===== src/rtl/idiv_pkg.sv =====
package idiv_pkg;
   typedef enum logic [1:0] {
      IDV_IDLE = 2'd0,
      IDV_RUN  = 2'd1,
      IDV_FIN  = 2'd2
   } idv_state_e;
endpackage


===== src/rtl/idiv_prep.sv =====
module idiv_prep #(
   parameter int W         = 32,
   parameter bit SIGNED_EN = 1'b1
) (
   input  logic [W-1:0] num_i,
   input  logic [W-1:0] den_i,
   input  logic         sgn_i,
   output logic [W-1:0] num_mag_o,
   output logic [W-1:0] den_mag_o,
   output logic         neg_o
);
   localparam logic [W-1:0] MOST_NEG = {1'b1, {(W-1){1'b0}}};
   localparam logic [W-1:0] ONE      = {{(W-1){1'b0}}, 1'b1};

   generate
      if (SIGNED_EN) begin : g_signed
         logic num_neg, den_neg, ovf, den_bad;
         always_comb begin
            num_neg   = sgn_i & num_i[W-1];
            den_neg   = sgn_i & den_i[W-1];
            ovf       = sgn_i && (num_i == MOST_NEG) && (den_i == '1);
            den_bad   = (den_i == '0) || ovf;
            num_mag_o = num_neg ? (~num_i + ONE) : num_i;
            den_mag_o = den_bad ? ONE : (den_neg ? (~den_i + ONE) : den_i);
            neg_o     = den_bad ? num_neg : (num_neg ^ den_neg);
         end
      end else begin : g_unsigned
         logic unused_sgn;
         always_comb begin
            unused_sgn = sgn_i;
            num_mag_o  = num_i;
            den_mag_o  = (den_i == '0) ? ONE : den_i;
            neg_o      = 1'b0;
         end
      end
   endgenerate
endmodule


===== src/rtl/idiv_ctrl.sv =====
module idiv_ctrl
   import idiv_pkg::*;
#(
   parameter int W = 32
) (
   input  logic clk,
   input  logic rst_n,
   input  logic start_i,
   output logic load_o,
   output logic step_o,
   output logic fin_o,
   output logic busy_o
);
   localparam int CW = $clog2(W + 1);

   idv_state_e     state_q;
   logic [CW-1:0]  cnt_q;

   always_comb begin
      load_o = start_i && (state_q == IDV_IDLE);
      step_o = (state_q == IDV_RUN);
      fin_o  = (state_q == IDV_FIN);
      busy_o = (state_q != IDV_IDLE);
   end

   always_ff @(posedge clk or negedge rst_n) begin
      if (!rst_n) begin
         state_q <= IDV_IDLE;
         cnt_q   <= '0;
      end else begin
         unique case (state_q)
            IDV_IDLE: if (start_i) begin
               state_q <= IDV_RUN;
               cnt_q   <= CW'(W);
            end
            IDV_RUN: begin
               cnt_q <= cnt_q - 1'b1;
               if (cnt_q == CW'(1)) state_q <= IDV_FIN;
            end
            IDV_FIN: state_q <= IDV_IDLE;
            default: state_q <= IDV_IDLE;
         endcase
      end
   end


   fin_once_chk: assert property (@(posedge clk) disable iff (!rst_n)
      fin_o |=> !fin_o);

   no_reload_chk: assert property (@(posedge clk) disable iff (!rst_n)
      busy_o |-> !load_o);
endmodule


===== src/rtl/idiv_engine.sv =====
module idiv_engine #(
   parameter int W = 32
) (
   input  logic         clk,
   input  logic         rst_n,
   input  logic         load_i,
   input  logic         step_i,
   input  logic [W-1:0] num_i,
   input  logic [W-1:0] den_i,
   output logic [W-1:0] quo_o
);
   logic [W:0]   rem_q;
   logic [W-1:0] den_q;
   logic [W-1:0] quo_q;
   logic [W:0]   rem_sh;
   logic [W:0]   diff;

   always_comb begin
      rem_sh = {rem_q[W-1:0], quo_q[W-1]};
      diff   = rem_sh - {1'b0, den_q};
      quo_o  = quo_q;
   end

   always_ff @(posedge clk or negedge rst_n) begin
      if (!rst_n) begin
         rem_q <= '0;
         den_q <= '0;
         quo_q <= '0;
      end else if (load_i) begin
         rem_q <= '0;
         den_q <= den_i;
         quo_q <= num_i;
      end else if (step_i) begin
         if (!diff[W]) begin
            rem_q <= diff;
            quo_q <= {quo_q[W-2:0], 1'b1};
         end else begin
            rem_q <= rem_sh;
            quo_q <= {quo_q[W-2:0], 1'b0};
         end
      end
   end


   rem_bound_chk: assert property (@(posedge clk) disable iff (!rst_n)
      step_i |=> (rem_q < {1'b0, den_q}));
endmodule


===== src/rtl/idiv_post.sv =====
module idiv_post #(
   parameter int W     = 32,
   parameter int TAG_W = 5
) (
   input  logic [W-1:0]     quo_i,
   input  logic             neg_i,
   input  logic [TAG_W-1:0] tag_i,
   output logic [W-1:0]     res_o,
   output logic             wr_o
);
   always_comb begin
      res_o = neg_i ? (~quo_i + {{(W-1){1'b0}}, 1'b1}) : quo_i;
      wr_o  = (tag_i != '0);
   end
endmodule


===== src/rtl/idiv_seq.sv =====
module idiv_seq #(
   parameter int W         = 32,
   parameter int TAG_W     = 5,
   parameter bit SIGNED_EN = 1'b1
) (
   input  logic             clk,
   input  logic             rst_n,
   input  logic             start,
   input  logic [W-1:0]     dividend,
   input  logic [W-1:0]     divisor,
   input  logic             is_signed,
   input  logic [TAG_W-1:0] dest_idx,
   output logic             busy,
   output logic             done,
   output logic [W-1:0]     quotient,
   output logic [TAG_W-1:0] dest_out,
   output logic             wr_en
);
   generate
      if (W < 2) begin : g_bad_w
         $error("idiv_seq: W must be at least 2");
      end
      if (TAG_W < 1) begin : g_bad_tag
         $error("idiv_seq: TAG_W must be at least 1");
      end
   endgenerate

   logic             load, step, fin;
   logic [W-1:0]     num_mag, den_mag, quo_raw, res;
   logic             neg, wr_next;
   logic             neg_q;
   logic [TAG_W-1:0] tag_q;

   idiv_prep #(.W(W), .SIGNED_EN(SIGNED_EN)) u_prep (
      .num_i(dividend), .den_i(divisor), .sgn_i(is_signed),
      .num_mag_o(num_mag), .den_mag_o(den_mag), .neg_o(neg));

   idiv_ctrl #(.W(W)) u_ctrl (
      .clk(clk), .rst_n(rst_n), .start_i(start),
      .load_o(load), .step_o(step), .fin_o(fin), .busy_o(busy));

   idiv_engine #(.W(W)) u_eng (
      .clk(clk), .rst_n(rst_n), .load_i(load), .step_i(step),
      .num_i(num_mag), .den_i(den_mag), .quo_o(quo_raw));

   idiv_post #(.W(W), .TAG_W(TAG_W)) u_post (
      .quo_i(quo_raw), .neg_i(neg_q), .tag_i(tag_q),
      .res_o(res), .wr_o(wr_next));

   always_ff @(posedge clk or negedge rst_n) begin
      if (!rst_n) begin
         neg_q    <= 1'b0;
         tag_q    <= '0;
         quotient <= '0;
         dest_out <= '0;
         done     <= 1'b0;
         wr_en    <= 1'b0;
      end else begin
         if (load) begin
            neg_q <= neg;
            tag_q <= dest_idx;
         end
         done  <= fin;
         wr_en <= fin & wr_next;
         if (fin) begin
            quotient <= res;
            dest_out <= tag_q;
         end
      end
   end


   guard_nonzero_chk: assert property (@(posedge clk) disable iff (!rst_n)
      load |-> (den_mag != '0));

   done_pulse_chk: assert property (@(posedge clk) disable iff (!rst_n)
      done |=> !done);

   busy_after_start_chk: assert property (@(posedge clk) disable iff (!rst_n)
      (start && !busy) |=> busy);

   wr_gate_chk: assert property (@(posedge clk) disable iff (!rst_n)
      wr_en |-> (done && dest_out != '0));

   wr_present_chk: assert property (@(posedge clk) disable iff (!rst_n)
      (done && dest_out != '0) |-> wr_en);
endmodule


===== config.mk =====
export PLATFORM = sky130hd
export DESIGN_NAME = idiv_seq
export DESIGN_NICKNAME = d
export VERILOG_FILES = /design/src/rtl/idiv_pkg.sv /design/src/rtl/idiv_prep.sv /design/src/rtl/idiv_ctrl.sv /design/src/rtl/idiv_engine.sv /design/src/rtl/idiv_post.sv /design/src/rtl/idiv_seq.sv
export SDC_FILE = /design/constraint.sdc
export NUM_CORES = 1
export LEC_CHECK = 0
export BUFFER_PORTS_ARGS = -buffer_cell sky130_fd_sc_hd__buf_2
export CORE_MARGIN = 5
export CORE_UTILIZATION = 45
export CTS_CLUSTER_SIZE = 30
export DETAILED_ROUTE_END_ITERATION = 10
export PLACE_DENSITY_LB_ADDON = 0.12
export SLEW_MARGIN = 20
export SYNTH_ARGS = -nofsm -noshare
export SYNTH_HDL_FRONTEND = slang
export SYNTH_SLANG_ARGS = --single-unit

===== constraint.sdc =====
create_clock -name clk -period 9.3 [get_ports clk]
set_clock_uncertainty 0.2 [all_clocks]
set_input_delay 0 -clock clk [delete_from_list [all_inputs] [get_ports clk]]
set_output_delay 0 -clock clk [all_outputs]
set_load 0.01 [all_outputs]

After elaboration in Yosys (flattened, before gate mapping)
Cells that the tools add are included.
{"block": "classes", "reduce_logical": 12, "n_bitwise": 7, "mux": 16, "addsub": 5, "n_eq_ne": 7}
{"cell": "$mux W32", "n": 9}
{"cell": "$add A32 B1 Y32 const B", "n": 3}
{"cell": "$not A32 Y32", "n": 3}
{"cell": "$eq A32 B32 Y1 const B", "n": 2}
{"cell": "$sub A33 B32 Y33", "n": 1}
{"cell": "$logic_not A32 Y1", "n": 1}
{"cell": "$pmux W6 S2", "n": 1}
{"cell": "$eq A6 B1 Y1 const B", "n": 1}
{"cell": "$mux W6", "n": 1}
{"cell": "$reduce_bool A2 Y1", "n": 3}
{"cell": "$sub A6 B1 Y6 const B", "n": 1}
{"cell": "$reduce_bool A5 Y1", "n": 1}
{"cell": "$mux W2", "n": 2}
{"cell": "$pmux W2 S2", "n": 1}
{"cell": "$reduce_and A2 Y1", "n": 2}
{"cell": "$and A1 B1 Y1", "n": 3}
{"cell": "$logic_and A1 B1 Y1", "n": 3}
{"cell": "$eq A2 B1 Y1 const B", "n": 1}
{"cell": "$eq A2 B2 Y1 const B", "n": 1}
{"cell": "$logic_not A2 Y1", "n": 1}
{"cell": "$mux W1", "n": 2}
{"cell": "$ne A2 B1 Y1 const B", "n": 1}
{"cell": "$ne A2 B2 Y1 const B", "n": 1}
{"cell": "$logic_or A1 B1 Y1", "n": 1}
{"cell": "$xor A1 B1 Y1", "n": 1}
{"block": "totals", "reg_bits": 149, "input_bits": 73, "out_inout_bits": 40, "elab_cells": 58}

Longest topological paths before layout
{"block": "depth", "ltp_word": 5, "mapped_depth": 13, "depth_no_buf": 12}

Hierarchy
Synthesis repeated with hierarchy kept, for this count alone.
{"block": "unflattened", "cells_unflattened": 1141, "hier_area_um2": 10483.8}
{"mod": "idiv_engine", "area_per_inst_um2": 6129.6, "seq_area_each_um2": 2402.3, "instances": 1, "cells_each": 688}
{"mod": "idiv_seq", "area_per_inst_um2": 1731.7, "seq_area_each_um2": 1126.1, "instances": 1, "cells_each": 94}
{"mod": "idiv_prep", "area_per_inst_um2": 1457.6, "seq_area_each_um2": 0.0, "instances": 1, "cells_each": 218}
{"mod": "idiv_post", "area_per_inst_um2": 733.2, "seq_area_each_um2": 0.0, "instances": 1, "cells_each": 102}
{"mod": "idiv_ctrl", "area_per_inst_um2": 431.7, "seq_area_each_um2": 200.2, "instances": 1, "cells_each": 39}

Worst setup path before layout
Ideal clock, no wire load.
{"block": "synth_timing", "path_type": "register -> register", "from": "register u_eng.quo_q[31] (netlist: u_eng.quo_o[31])", "to": "register u_eng.rem_q[23]", "setup_slack_ns": 6.178, "path_buffers": 1, "required_time_ns": 8.980, "stages_incl_launch_ff": 14, "t_arrival_ns": 2.802, "setup_ns": 0.120, "period_less_slack_ns": 3.122, "path_cell_list": "dfrtp_1 inv_1 ha_1 inv_1 fa_1 a211oi_1 o211ai_1 a31oi_1 or3_1 a21boi_0 a211oi_2 buf_2 o21ai_0 a31o_2"}
{"block": "synth_between", "elab_chain_cells": 4}
{"element": "start: declaration", "line": "idiv_engine.sv:14", "source": "logic [W-1:0] quo_q;"}
{"element": "start signal: assignment", "line": "idiv_engine.sv:32", "source": "quo_q <= num_i;"}
{"element": "start signal: assignment", "line": "idiv_engine.sv:36", "source": "quo_q <= {quo_q[W-2:0], 1'b1};"}
{"element": "start signal: assignment", "line": "idiv_engine.sv:39", "source": "quo_q <= {quo_q[W-2:0], 1'b0};"}
{"element": "$sub A33 B32 Y33", "line": "idiv_engine.sv:20", "source": "diff = rem_sh - {1'b0, den_q};"}
{"element": "$mux W32", "line": "idiv_engine.sv:34", "source": "if (!diff[W]) begin"}
{"element": "$mux W32", "line": "idiv_engine.sv:33", "source": "end else if (step_i) begin"}
{"element": "$mux W32", "line": "idiv_engine.sv:29", "source": "end else if (load_i) begin"}
{"element": "end signal: assignment", "line": "idiv_engine.sv:35", "source": "rem_q <= diff;"}
{"element": "end signal: assignment", "line": "idiv_engine.sv:38", "source": "rem_q <= rem_sh;"}
{"element": "end: declaration", "line": "idiv_engine.sv:12", "source": "logic [W:0] rem_q;"}
Every way passes these cells. The select of a mux whose other input is x is not followed.
A chain may end at the register's enable or synchronous reset.

Final worst setup path
{"block": "layout_timing", "from": "register u_eng.quo_q[31] (netlist: u_eng.quo_o[31])", "to": "register u_eng.rem_q[0]"}
{"block": "layout_between", "elab_chain_cells": 4}
{"element": "$sub A33 B32 Y33", "line": "idiv_engine.sv:20"}
{"element": "$mux W32 (*)", "line": "idiv_engine.sv:34"}
{"element": "$mux W32 (*)", "line": "idiv_engine.sv:33"}
{"element": "$mux W32 (*)", "line": "idiv_engine.sv:29"}
Mark *: on every way between the ends. The rest lies on a longest branch, timed or not. The select of a mux whose other input is x is not followed.

==> metrics <==
# Max-Cap Violations 0; fin nets 1,479; worst slack, placed 4.94 ns; cell area after placement 10,600 um^2; Total Wirelength 28,100 um; layout cells sized above 1 13.0%; Slew Limit Fails 0; initial antenna violation count 0; Num CTS Buffers 17; Vias/cell 5.54; Reg clk slew, reported paths 0.07 ns; GR Overflow Total 0; # Post-CTS Setup Buffers 0; final setup fails 0; Async SR Flop Fraction 100%; Total GRT Usage 23.1%; Starting DRT DRC Count 720; Die ar. 25,000 um^2; Worst EP required 9.45 ns; CTS tree done; n_diodes 0; post-synth top area share 37.8%; largest net degree at the start of global routing 93; sequential cell area fraction in the yosys report 37.8%; first-pass GRT wire length 46,400 um; P&R area growth vs syn 26.1%; row count 54; Critical Path Max Stage Delay 0.65 ns; Post-synth EDFFs 0; status completed; via count of the first global-routing pass 9,070; Hold Path Class in -> async; cell count after synthesis 1,168; Max-slew headroom 41.2%; gpl congestion 0.881; CP dominant cell by count inv_1; Initial Utilization 45.4%; Period minus WS final 4.38 ns; synthesized net count 1,280; Vias 9,202; Crit path arrival time 4.53 ns; Clock H-tree levels 4; Synth Flop Type dfrtp_1; post-layout instance area 12,400 um^2; drt wl/cell 17.0 um; Post-Syn Area per Cell 8.44 um^2; Post-Syn Area 9850 um^2; post-route setup slack 4.92 ns; Worst-Margin Slew 0.870 ns; worst path cell trace inv_1 > ha_1 > inv_1 > fa_1 > a211oi_1 > o211ai_1 > a31oi_1 > or3_1 > a21boi_0 > a211oi_4 > buf_4 > mux2_2 > o21ai_0; Clock Tree Buf Depth 2; Worst Setup Start Kind flop; CP Max Fanout 30; Clock Latency Late Sink 0.44 ns; maximum vdd drop 0.000258 V; Synth cell types 67; clk root buf clkbuf_16; First-pass DRT Iterations 5; PortBufs 112; post-cts resize count 0; fillcell total 1,993; flops & latches, synth 149; # IOs 113; Final Cycle Share 47.1%; unrepaired setup endpoints after global routing no; Die Y-Extent 158 um; Lkg Pwr 0.00555 uW; clock sink total 149; critical path class reg -> reg; Die Width 158 um; Synth area leader dfrtp_1; slowest CP cell a211oi_4; DR DRC count 0; largest cells by area after synthesis dfrtp_1 38%, o21ai_0 8.1%, nand2_1 6.1%, xor2_1 5.3%, ha_1 4.8%; Crit. End Element flop; Detail Route Antenna Nets 0; Core ar. 21,700 um^2; power per cell area 364 nW/um^2; Synth Warn # 0; most frequent cells in the layout 160 x nand2_1, 160 x o21ai_0, 149 x dfrtp_1; hold buffer count at cts 117; setup_tns 0 ns; Hold Vio Cnt, Final 0; DP HPWL 19,300 um; fmax 228 MHz
==> report_power, final <==
part	internal (uW)	switching [uW]	leakage, uW
registers	928	240	0.00189
clock network	408	316	0.000295
logic	1150	1480	0.00336
==> state kept, by name, indices dropped and copies added, names as in the netlist <==
signal and count:
neg_q 1, u_ctrl.cnt_q 6, wr_en 1, done 1, u_eng.quo_o 32, tag_q 5, quotient 32, u_eng.rem_q 32
u_ctrl.state_q 2, dest_out 5, u_eng.den_q 32
==> synth_stat cells, drive strengths merged, types with 3 or more instances <==
cell,number
nor2,58
xor2,60
a211oi,6
o21ai,165
o22ai,6
buf,7
a22oi,31
nand2,161
o41ai,9
clkbuf,51
o211ai,7
o311ai,3
a31oi,7
or3,18
nor2b,9
mux2,4
or4,10
o21a,7
a21boi,4
nand3,46
o31ai,18
nor3,16
ha,38
and2,9
nor4,8
inv,55
a31o,5
nand2b,14
a21o,10
mux2i,23
nand4,13
or2,3
xnor2,53
a21oi,51
and3,7
dfrtp,149
==> per-layer routing <==
layer | wire [um] | part of all wire (%) | vias to the layer above | GRT usage [%]
met1 | 13200 | 47 | 4388 | 32.7
met3 | 1420 | 5.0 | 41 | 3.88
met5 | 0 | 0 | - | 0
met2 | 13000 | 46 | 211 | 36.9
met4 | 531 | 1.9 | 0 | 6.34
li1 | - | - | 4562 | -
==> critical path: cells and delay by family, from the launching register on <==
| family | cells | cell delay (ns) |
|---|---|---|
| and+or+nand+nor | 1 | 0.19 |
| buffers and inverters | 3 | 0.64 |
| DFF | 1 | 0.39 |
| AOI/OAI and AO/OA | 6 | 1.91 |
| adders and majority gates | 2 | 0.58 |
| muxes | 1 | 0.38 |
==> per-stage QoR <==
| step | hold WS, ns | power [uW] | cells | util [%] |
|---|---|---|---|---|
| 6_report | 0.0121 | 4520 | 1660 | 57.3 |
| 5_1_grt | 0.0997 | 4950 | 1660 | 57.3 |
| 4_1_cts | 0.0601 | 4530 | 1660 | 57.3 |
| 3_5_place_dp | -0.0473 | 3710 | 1511 | 49.1 |
| 3_3_place_gp | -0.0492 | 3680 | 1511 | 49.1 |
| 2_1_floorplan | -0.496 | 3110 | 1168 | - |
==> path summary, 6_finish.rpt <==
path	slack, ns	from	endpoint	cells after the start
max in group asynchronous	7.58	rst_n	u_eng.den_q[30]	3
worst min register to register	0.27	dest_out[1]	dest_out[1]	2
worst min-delay path	0.01	rst_n	quotient[6]	2
min in group clk	0.10	dest_idx[2]	tag_q[2]	4
worst max register to register	4.92	u_eng.quo_o[31]	u_eng.rem_q[0]	13
worst max-delay path	4.92	u_eng.quo_o[31]	u_eng.rem_q[0]	13
==> area by class of cell <==
cell class                      instances  area, um^2  area share, %
Clock buffer                           18         429           3.45
Inverter                               55         206           1.66
Timing Repair Buffer                  238        1810           14.5
Sequential cell                       149        3730           30.0
Clock inverter                         14         179           1.44
Multi-Input combinational cell        906        5720           46.1
Tap cell                              280         350           2.82
==> cells by family (layout without fill, tap and decap cells) <==
kind of cell    after synthesis  count (layout)  share of synthesized area [%]
simple gates                378             378                           18.3
compound gates              349             349                           21.7
flops                       149             149                           37.8
xor+xnor                    113             113                           10.0
buf+inv                     113             325                           4.38
fa+ha+maj                    39              39                           5.03
mux                          27              27                           2.79
(Power assumes the default switching activity.)
